[config.mk]
export PLATFORM = sky130hd
export DESIGN_NAME = gray_readout_seq
export DESIGN_NICKNAME = d
export VERILOG_FILES = /design/src/rtl/gray_seq_pkg.sv /design/src/rtl/seq_bank_counter.sv /design/src/rtl/seq_test_unlock.sv /design/src/rtl/gray_readout_seq.sv
export SDC_FILE = /design/constraint.sdc
export NUM_CORES = 1
export LEC_CHECK = 0
export CORE_MARGIN = 1
export CORE_UTILIZATION = 40
export DETAILED_ROUTE_END_ITERATION = 8
export DONT_BUFFER_PORTS = 1
export HOLD_SLACK_MARGIN = 0.02
export PLACE_DENSITY = 0.65
export SYNTH_ARGS = -nofsm -noshare
export SYNTH_HDL_FRONTEND = slang
export SYNTH_HIERARCHICAL = 1
export SYNTH_SLANG_ARGS = --single-unit
[constraint.sdc]
create_clock -name clk -period 5.07 [get_ports clk]
set_input_delay 0 -clock clk [delete_from_list [all_inputs] [get_ports clk]]
set_output_delay 0 -clock clk [all_outputs]
set_load 0.02 [all_outputs]
[src/rtl/gray_seq_pkg.sv]
package gray_seq_pkg;

    parameter int BANK_CH     = 64;
    parameter int DUMMY_SLOTS = 3;

    localparam int NUM_BANKS = 2;
    localparam int SLOTS     = DUMMY_SLOTS + BANK_CH;
    localparam int CNT_W     = $clog2(SLOTS + 1);
    localparam int BANK_W    = $clog2(BANK_CH);
    localparam int CH_W      = $clog2(NUM_BANKS * BANK_CH);

    typedef logic [CNT_W-1:0] gcode_t;
    typedef logic [CH_W-1:0]  chan_t;

    localparam gcode_t SLOT_END   = gcode_t'(SLOTS);
    localparam gcode_t SLOT_FIRST = gcode_t'(DUMMY_SLOTS);
    localparam chan_t  TSLOT_FIRST = chan_t'(DUMMY_SLOTS);
    localparam chan_t  KEY_ONE    = chan_t'(1);
    localparam chan_t  KEY_TWO    = chan_t'(2);

    typedef enum logic [1:0] {
        UNLK_IDLE,
        UNLK_GOT1,
        UNLK_GOT2,
        UNLK_HOLD
    } unlk_state_t;

    typedef struct packed {
        logic  valid;
        chan_t num;
    } chan_sel_t;

    function automatic gcode_t cnt_gray_dec(input gcode_t g);
        gcode_t b;
        b[CNT_W-1] = g[CNT_W-1];
        for (int i = CNT_W - 2; i >= 0; i--) b[i] = b[i+1] ^ g[i];
        return b;
    endfunction

    function automatic chan_t ch_gray_dec(input chan_t g);
        chan_t b;
        b[CH_W-1] = g[CH_W-1];
        for (int i = CH_W - 2; i >= 0; i--) b[i] = b[i+1] ^ g[i];
        return b;
    endfunction

    function automatic gcode_t cnt_gray_enc(input gcode_t b);
        return b ^ (b >> 1);
    endfunction

endpackage

[src/rtl/seq_bank_counter.sv]
module seq_bank_counter
    import gray_seq_pkg::*;
(
    input  logic   clk,
    input  logic   rst,
    input  logic   line_clr_n,
    input  logic   step_en,
    input  logic   hold,
    output gcode_t slot
);

    gcode_t gray_q;
    logic   adv;

    assign slot = cnt_gray_dec(gray_q);
    assign adv  = step_en && (slot < SLOT_END);

    always_ff @(posedge clk) begin
        if (rst || !line_clr_n) begin
            gray_q <= '0;
        end else if (adv) begin
            gray_q <= cnt_gray_enc(slot + gcode_t'(1));
        end
    end

    // each advance flips exactly one stored bit
    assert_gray_step_R2: assert property (@(posedge clk) disable iff (rst)
        (adv && line_clr_n) |=> ($countones(gray_q ^ $past(gray_q)) == 1));

    // the slot never passes the end of the window
    assert_no_wrap_R5: assert property (@(posedge clk) disable iff (rst)
        slot <= SLOT_END);

    // a line clear rewinds the counter
    assert_line_clear_R6: assert property (@(posedge clk) disable iff (rst)
        !line_clr_n |=> (gray_q == '0));

    // no movement while the test hold is active
    assert_hold_freeze_R8: assert property (@(posedge clk) disable iff (rst)
        (hold && line_clr_n) |=> $stable(gray_q));

endmodule

[src/rtl/seq_test_unlock.sv]
module seq_test_unlock
    import gray_seq_pkg::*;
(
    input  logic  clk,
    input  logic  rst,
    input  logic  test_en,
    input  logic  test_wr,
    input  chan_t test_word,
    output logic  hold,
    output chan_t held_word
);

    unlk_state_t state;

    always_ff @(posedge clk) begin
        if (rst || !test_en) begin
            state <= UNLK_IDLE;
            if (rst) held_word <= '0;
        end else if (test_wr) begin
            unique case (state)
                UNLK_IDLE: state <= (test_word == KEY_ONE) ? UNLK_GOT1 : UNLK_IDLE;
                UNLK_GOT1: state <= (test_word == KEY_TWO) ? UNLK_GOT2 : UNLK_IDLE;
                UNLK_GOT2, UNLK_HOLD: begin
                    state     <= UNLK_HOLD;
                    held_word <= test_word;
                end
                default: state <= UNLK_IDLE;
            endcase
        end
    end

    assign hold = (state == UNLK_HOLD);

    // reaching the second stage needs the first key word just written
    assert_key_order_R9: assert property (@(posedge clk) disable iff (rst)
        ((state == UNLK_GOT1) && ($past(state) != UNLK_GOT1)) |->
            ($past(test_word) == KEY_ONE && $past(test_wr)));

endmodule

[src/rtl/gray_readout_seq.sv]
module gray_readout_seq
    import gray_seq_pkg::*;
(
    input  logic       clk,
    input  logic       rst,
    input  logic       line_clr_n,
    input  logic       bank_en_lo,
    input  logic       bank_en_hi,
    input  logic       test_en,
    input  logic [6:0] test_word,
    input  logic       test_wr,
    output logic [6:0] chan,
    output logic       chan_valid,
    output logic       gate_lo,
    output logic       gate_hi
);

    logic                 hold;
    chan_t                held_word;
    logic [NUM_BANKS-1:0] bank_en;
    logic [NUM_BANKS-1:0] gate;
    gcode_t               slot [NUM_BANKS];
    chan_sel_t            sel;
    chan_t                tslot;

    assign bank_en = {bank_en_hi, bank_en_lo};

    seq_test_unlock u_unlock (
        .clk       (clk),
        .rst       (rst),
        .test_en   (test_en),
        .test_wr   (test_wr),
        .test_word (chan_t'(test_word)),
        .hold      (hold),
        .held_word (held_word)
    );

    for (genvar b = 0; b < NUM_BANKS; b++) begin : g_bank
        assign gate[b] = bank_en[b] & ~hold;
        seq_bank_counter u_cnt (
            .clk        (clk),
            .rst        (rst),
            .line_clr_n (line_clr_n),
            .step_en    (gate[b]),
            .hold       (hold),
            .slot       (slot[b])
        );
    end

    assign tslot = ch_gray_dec(held_word);

    always_comb begin
        sel = '0;
        if (hold) begin
            if (tslot >= TSLOT_FIRST) begin
                sel.valid = 1'b1;
                sel.num   = tslot - TSLOT_FIRST;
            end
        end else begin
            for (int b = NUM_BANKS - 1; b >= 0; b--) begin
                if (gate[b] && slot[b] >= SLOT_FIRST && slot[b] < SLOT_END) begin
                    sel.valid = 1'b1;
                    sel.num   = {1'(b), BANK_W'(slot[b] - SLOT_FIRST)};
                end else if (gate[b]) begin
                    sel = '0;
                end
            end
        end
    end

    assign chan       = 7'(sel.num);
    assign chan_valid = sel.valid;
    assign gate_lo    = gate[0];
    assign gate_hi    = gate[1];

    // with the lower bank stepping, a valid channel is a lower one
    assert_lower_first_R7: assert property (@(posedge clk) disable iff (rst)
        (gate_lo && chan_valid) |-> !chan[6]);

    // hold begins only after a write with test mode enabled
    assert_hold_entry_R8: assert property (@(posedge clk) disable iff (rst)
        $rose(hold) |-> ($past(test_en) && $past(test_wr)));

    // gated enables stay low during hold
    assert_hold_gates_R8: assert property (@(posedge clk) disable iff (rst)
        hold |-> (!gate_lo && !gate_hi));

endmodule

==> impl_metrics.json, run 1 <==
{
  "worstReg2RegEnd": "g_bank[0].u_cnt/gray_q[4]$_SDFFE_PP0P_",
  "synth_warnings": 6,
  "max_freq_mhz": 209,
  "status": "completed",
  "drc": 0,
  "synth-edff-count": 7,
  "io_buffers": 0,
  "rsz0062_at_grt": "false",
  "slew_headroom_pct": 14.8,
  "via_count": 1779,
  "final_antenna_net_count": 0,
  "synth.ff_latch_count": 23,
  "setup_tns_ns": 0,
  "synth_top_cell_area_share_pct": 15.8,
  "synthFlopType": "dfxtp_1",
  "area_growth_syn_to_layout_pct": 14.0,
  "num_antenna_cells": 0,
  "grt_max_degree": 14,
  "ys_types": 48,
  "rows": 26,
  "pre_cts_ws_ns": 0.487,
  "netlist_area_sq_um": 2220,
  "syn_area_per_cell_sq_um": 8.50,
  "cts_htree_levels": 1,
  "root_buffer": "clkbuf_8",
  "syn-num-nets": 303,
  "drt-initial-drc-count": 61,
  "start_kind": "register",
  "synth_area_leaders": "ha_1, dfxtp_1, edfxtp_1",
  "layout-drive-gt1-share_pct": 11.2,
  "gp_congestion": 0.784,
  "synth-async-reset-ratio_pct": 0,
  "slew_viol_final": 0,
  "max_slew.worst_pin.slew_ns": 1.27,
  "avgRoutedWirePerCell_um": 13.9,
  "crit_arrival_ns": 4.78,
  "layout_min_cycle_time_ns": 4.78,
  "rrSetupSlack_ns": 0.79,
  "drv_cap": 0,
  "grt_usage_pct": 16.5,
  "hold_viol": 0,
  "cts_tree": "yes",
  "powerDensity_nw_per_um2": 236,
  "grt_pass1_wl_mm": 7.85,
  "timing.final.ws_setup_ns": 0.293,
  "worstPathRequired_ns": 5.07,
  "wirelength_mm": 4.70,
  "die_h_um": 76.5,
  "timing.hold.worst_endpoint": "g_bank[0].u_cnt/gray_q[6]$_SDFFE_PP0P_",
  "ioPinCount": 24,
  "critPathCaptureType": "output pin",
  "r2r.worst_path.cells": 15,
  "finalCritPeriodShare_pct": 94.2,
  "antenna_found_initial": 0,
  "clock_path_buffers": 2,
  "cts_made_buffers": 3,
  "seq_area_frac_synth_pct": 23.9,
  "setup_viol": 0,
  "path_max_fanout": 8,
  "vdd_ir_drop_max_mv": 0.124,
  "yosysTopAreaCell": "ha_1",
  "core_area_sq_um": 5240,
  "p_total_uw": 598,
  "skew_ns": 0.00615,
  "netlist_instances": 261,
  "grt_pass1_vias": 1768,
  "die_area_sq_um": 5850,
  "holdPathStages": 2,
  "gr-total-overflow": 0,
  "min-delay-start": "line_clr_n",
  "leakage_uw": 0.00101,
  "firstDrtPassIters": 4,
  "cts.sinks": 23,
  "r2r-start": "g_bank[0].u_cnt/gray_q[6]$_SDFFE_PP0P_",
  "path_class": "reg -> out",
  "nets": 311,
  "startpoint": "g_bank[0].u_cnt/gray_q[6]$_SDFFE_PP0P_",
  "initial_core_util_pct": 42.4,
  "fp.dieW_um": 76.5,
  "hold_class": "in -> reg",
  "vias_per_cell": 5.26,
  "hpwl_mm": 3.66,
  "clk_pin_slew_ns": 0.09,
  "clk_latency_ns": 0.27
}
==> critical path: stages (launching register included) <==
cell	delay (ns)
dfxtp_2	0.42
ha_1	0.25
inv_1	0.20
ha_1	0.31
inv_1	0.22
ha_1	0.30
inv_1	0.21
ha_1	0.33
inv_1	0.26
ha_1	0.31
inv_1	0.19
ha_1	0.20
inv_1	0.11
a2111o_1	0.42
o41a_1	0.39
nand2_1	0.20
o221ai_4	0.17
==> synth_stat cells, types with 3 or more instances <==
cell       n
a211oi_1   6
a21oi_1   18
a31o_2     3
and2_1     8
dfxtp_1   16
edfxtp_1   7
ha_1      28
inv_1     41
nand2_1    8
nand2b_1   8
nand3_1    9
nand3b_1   4
nand3b_2   3
nor2_1    10
nor2b_1    9
nor3_1     3
o21ai_0    7
o221ai_1   4
xnor2_1   23
xor2_1     3
==> kinds of logic (layout without fill, tap and decap cells) <==
family,after synthesis,after routing,share of synthesized area [%]
and+or+nand+nor,72,72,19.6
AOI/OAI and AO/OA,65,65,22.2
buffers and inverters,47,54,8.29
adders and majority gates,28,28,15.8
xor gates and xnor gates,26,26,10.3
DFF,23,23,23.9
==> cell usage in the layout, fill, tap and decap left out, drive strengths merged, types with 2 or more instances in the layout <==
cell and n:
a2111o 2, a2111oi 2, a211oi 6, a21o 2, a21oi 20, a31o 3, a31oi 2, a32oi 2
and2 9, and3b 2, clkbuf 3, dfxtp 16, dlygate4sd3 9, edfxtp 7, ha 28, inv 41
nand2 8, nand2b 8, nand3 9, nand3b 7, nand4b 2, nor2 10, nor2b 9, nor3 4
o211ai 2, o21ai 8, o221ai 5, o31ai 2, o41ai 2, or4 2, xnor2 23, xor2 3
==> worst max path at each step <==
| stage | slack [ns] | end | cells past startpoint |
|---|---|---|---|
| after floorplan | 1.06 | chan[0] | 16 |
| after global placement | 0.48 | chan[1] | 16 |
| after detailed placement | 0.49 | chan[1] | 16 |
| after CTS | 0.16 | chan[1] | 16 |
| after global routing | 0.006 | chan[5] | 17 |
| final | 0.29 | chan[5] | 16 |
==> routing by layer <==
metal | up-vias | GRT usage [%] | part of all wire, %
met4 | 0 | 4.04 | 0.32
met2 | 16 | 28.3 | 47
met1 | 826 | 21.5 | 51
li1 | 935 | - | -
met3 | 2 | 2.40 | 2.0
met5 | - | 0 | 0
==> repair_timing <==
action | CTS | global route
buffers inserted | 0 | 0
resized for setup | 0 | 18
setup endpoints to repair | 0 | 8
endpoints found under the hold margin | 9 | 0
hold buffers | 9 | 0
==> cell type report <==
cell class	count	area, sq um
Clock buffer	3	41.3
Sequential cell	23	533
Fill cell	477	2710
Multi-Input combinational cell	191	1620
Inverter	41	154
Timing Repair Buffer	9	90.1
Clock inverter	1	5.00
Tap cell	70	87.6
==> report_power, final <==
| group | internal, uW | switching [uW] | leakage (uW) |
|---|---|---|---|
| Clock | 54.9 | 61.2 | 0.0000255 |
| Sequential | 197 | 4.63 | 0.000198 |
| Combinational | 114 | 166 | 0.000787 |
==> registers in the layout, summed over array words and instances (netlist names), named ones only <==
| name | count |
|---|---|
| u_unlock/state | 2 |
| u_unlock/held_word | 7 |
| g_bank.u_cnt/gray_q | 12 |
==> stage by stage <==
| stage | hold slack, ns | cell area, sq um | util [%] | cells |
|---|---|---|---|---|
| final | 0.0546 | 2530 | 48.3 | 338 |
| after global routing | 0.0704 | 2530 | 48.3 | 338 |
| after CTS | 0.0654 | 2410 | 46.1 | 338 |
| after detailed placement | 0.0938 | 2280 | 43.5 | 325 |
| after global placement | 0.0958 | 2280 | 43.5 | 325 |
| after floorplan | 0.0894 | 2220 | - | 261 |
(Power assumes the default switching activity.)
==> inputs of run 2 (changes only) <==
RECOVER_POWER = 25   (was default)
==> run 2 against run 1 <==
Against the previous run:
- largest cell class unchanged
- critical endpoint unchanged
- largest power group unchanged
- sequential power about the same
- setup slack got worse by 0.0033 ns
- combinational power is essentially flat
==> impl_metrics.json, run 2 (synthesized netlist as in run 1, its figures left out) <==
{
  "status": "completed",
  "gr-total-overflow": 0,
  "setup_tns_ns": 0,
  "worstReg2RegEnd": "g_bank[0].u_cnt/gray_q[4]$_SDFFE_PP0P_",
  "max_freq_mhz": 209,
  "stdcell_count": 338,
  "largest_reg_flops": 12,
  "startpoint": "g_bank[0].u_cnt/gray_q[6]$_SDFFE_PP0P_",
  "vdd_ir_drop_max_mv": 0.125,
  "via_count": 1776,
  "clock_path_buffers": 2,
  "fp.dieW_um": 76.5,
  "final_antenna_net_count": 0,
  "grt_pass1_wl_mm": 7.85,
  "critPathCaptureType": "output pin",
  "area_growth_syn_to_layout_pct": 14.0,
  "firstDrtPassIters": 4,
  "skew_ns": 0.00493,
  "gp_congestion": 0.784,
  "avgRoutedWirePerCell_um": 13.9,
  "leakage_uw": 0.00101,
  "grt_max_degree": 14,
  "p_total_uw": 598,
  "antenna_found_initial": 0,
  "path_class": "reg -> out",
  "fillers": 477,
  "powerDensity_nw_per_um2": 236,
  "regMostFlops": "g_bank.u_cnt/gray_q",
  "layout_min_cycle_time_ns": 4.78,
  "place_inst": 325,
  "hold_viol": 0,
  "grt_usage_pct": 16.5,
  "cp-endpoint": "chan[5]",
  "wirelength_mm": 4.70,
  "rsz0062_at_grt": "false",
  "cts_made_buffers": 3,
  "r2r.worst_path.cells": 15,
  "num_antenna_cells": 0,
  "layout_commonest_cell": "inv_1",
  "cts_tree": "yes",
  "drt-initial-drc-count": 53,
  "rows": 26,
  "vias_per_cell": 5.25,
  "initial_core_util_pct": 42.4,
  "worstPathRequired_ns": 5.07,
  "path_max_fanout": 8,
  "slew_viol_final": 0,
  "start_kind": "register",
  "rrSetupSlack_ns": 0.79,
  "io_buffers": 0,
  "most-common-layout-cells": "inv_1, ha_1, xnor2_1",
  "reg_top3": "g_bank.u_cnt/gray_q x12, u_unlock/held_word x7, u_unlock/state x2",
  "die_area_sq_um": 5850,
  "root_buffer": "clkbuf_8",
  "clk_pin_slew_ns": 0.09,
  "core_area_sq_um": 5240,
  "max_slew.worst_pin.slew_ns": 1.27,
  "cts_htree_levels": 1,
  "multi_input_area_sq_um": 1620,
  "finalCritPeriodShare_pct": 94.3,
  "die_h_um": 76.5,
  "drv_cap": 0,
  "final_util_pct": 48.3,
  "nets": 311,
  "hpwl_mm": 3.66,
  "drc": 0,
  "seqCellArea_sq_um": 533,
  "r2r-start": "g_bank[0].u_cnt/gray_q[6]$_SDFFE_PP0P_",
  "setup_viol": 0,
  "grt_pass1_vias": 1768,
  "layout-drive-gt1-share_pct": 10.8,
  "clk_latency_ns": 0.27,
  "slew_headroom_pct": 14.8,
  "hold_class": "in -> reg",
  "crit_arrival_ns": 4.78,
  "ioPinCount": 24,
  "cts.sinks": 23
}
[run 2: cell count changes in the layout (fill, tap and decap cells not counted)]
cell    before  now
a31o_1       0    1
a31o_2       3    2
and2_0       0    3
and2_1       8    5
[run 2: through the flow]
stage / worst slack (ns) / instance area, sq um / hold slack [ns]
finish: 0.290 / 2530 / 0.0549
floorplan: 1.06 / 2220 / 0.0894
global route: 0.00572 / 2530 / 0.0809
CTS: 0.157 / 2410 / 0.0654
detailed placement: 0.487 / 2280 / 0.0938
global placement: 0.478 / 2280 / 0.0958
[run 2: layout make-up]
cell class,instances,share of cell area (%)
multi-input combinational,191,64.0
sequential,23,21.1
inverter,41,6.08
clock buffer,3,1.63
tap,70,3.46
clock inverter,1,0.198
timing repair buffer,9,3.56
[run 2: worst min-delay path by stage]
stage                     cells after the start                                     end  slack, ns        from
final                                         2  g_bank[0].u_cnt/gray_q[6]$_SDFFE_PP0P_       0.05  line_clr_n
after global placement                        1          u_unlock/state[0]$_SDFFE_PP0P_        0.1     test_wr
after detailed placement                      1          u_unlock/state[0]$_SDFFE_PP0P_       0.09     test_wr
after floorplan                               1          u_unlock/state[0]$_SDFFE_PP0P_       0.09     test_wr
after global routing                          2          u_unlock/state[1]$_SDFFE_PP0P_       0.08     test_en
after CTS                                     2  g_bank[0].u_cnt/gray_q[6]$_SDFFE_PP0P_       0.07  line_clr_n
[run 2: metal layers]
layer	share of wire (%)	up-vias	global-route usage, %
met4	0.32	0	4.04
li1	-	935	-
met2	47	16	28.3
met1	51	823	21.5
met5	0	-	0
met3	2.0	2	2.40
[run 2: worst max-delay path, stage by stage, from the launching register on]
cell,delay [ns]
dfxtp_2,0.42
ha_1,0.26
inv_1,0.20
ha_1,0.31
inv_1,0.22
ha_1,0.30
inv_1,0.21
ha_1,0.33
inv_1,0.26
ha_1,0.31
inv_1,0.19
ha_1,0.20
inv_1,0.11
a2111o_1,0.42
o41a_1,0.39
nand2_1,0.20
o221ai_4,0.17
[run 2: power breakdown]
| part | switching, uW | internal [uW] | total (uW) |
|---|---|---|---|
| registers | 4.65 | 197 | 202 |
| clock network | 61.7 | 54.9 | 117 |
| logic | 166 | 114 | 280 |
[run 2: what timing repair did]
action                     4_1_cts  5_1_grt
setup endpoints to repair        0        8
hold buffers                     9        0
buffers inserted                 0        0
hold endpoints to repair         9        0
gates resized for setup          0       18
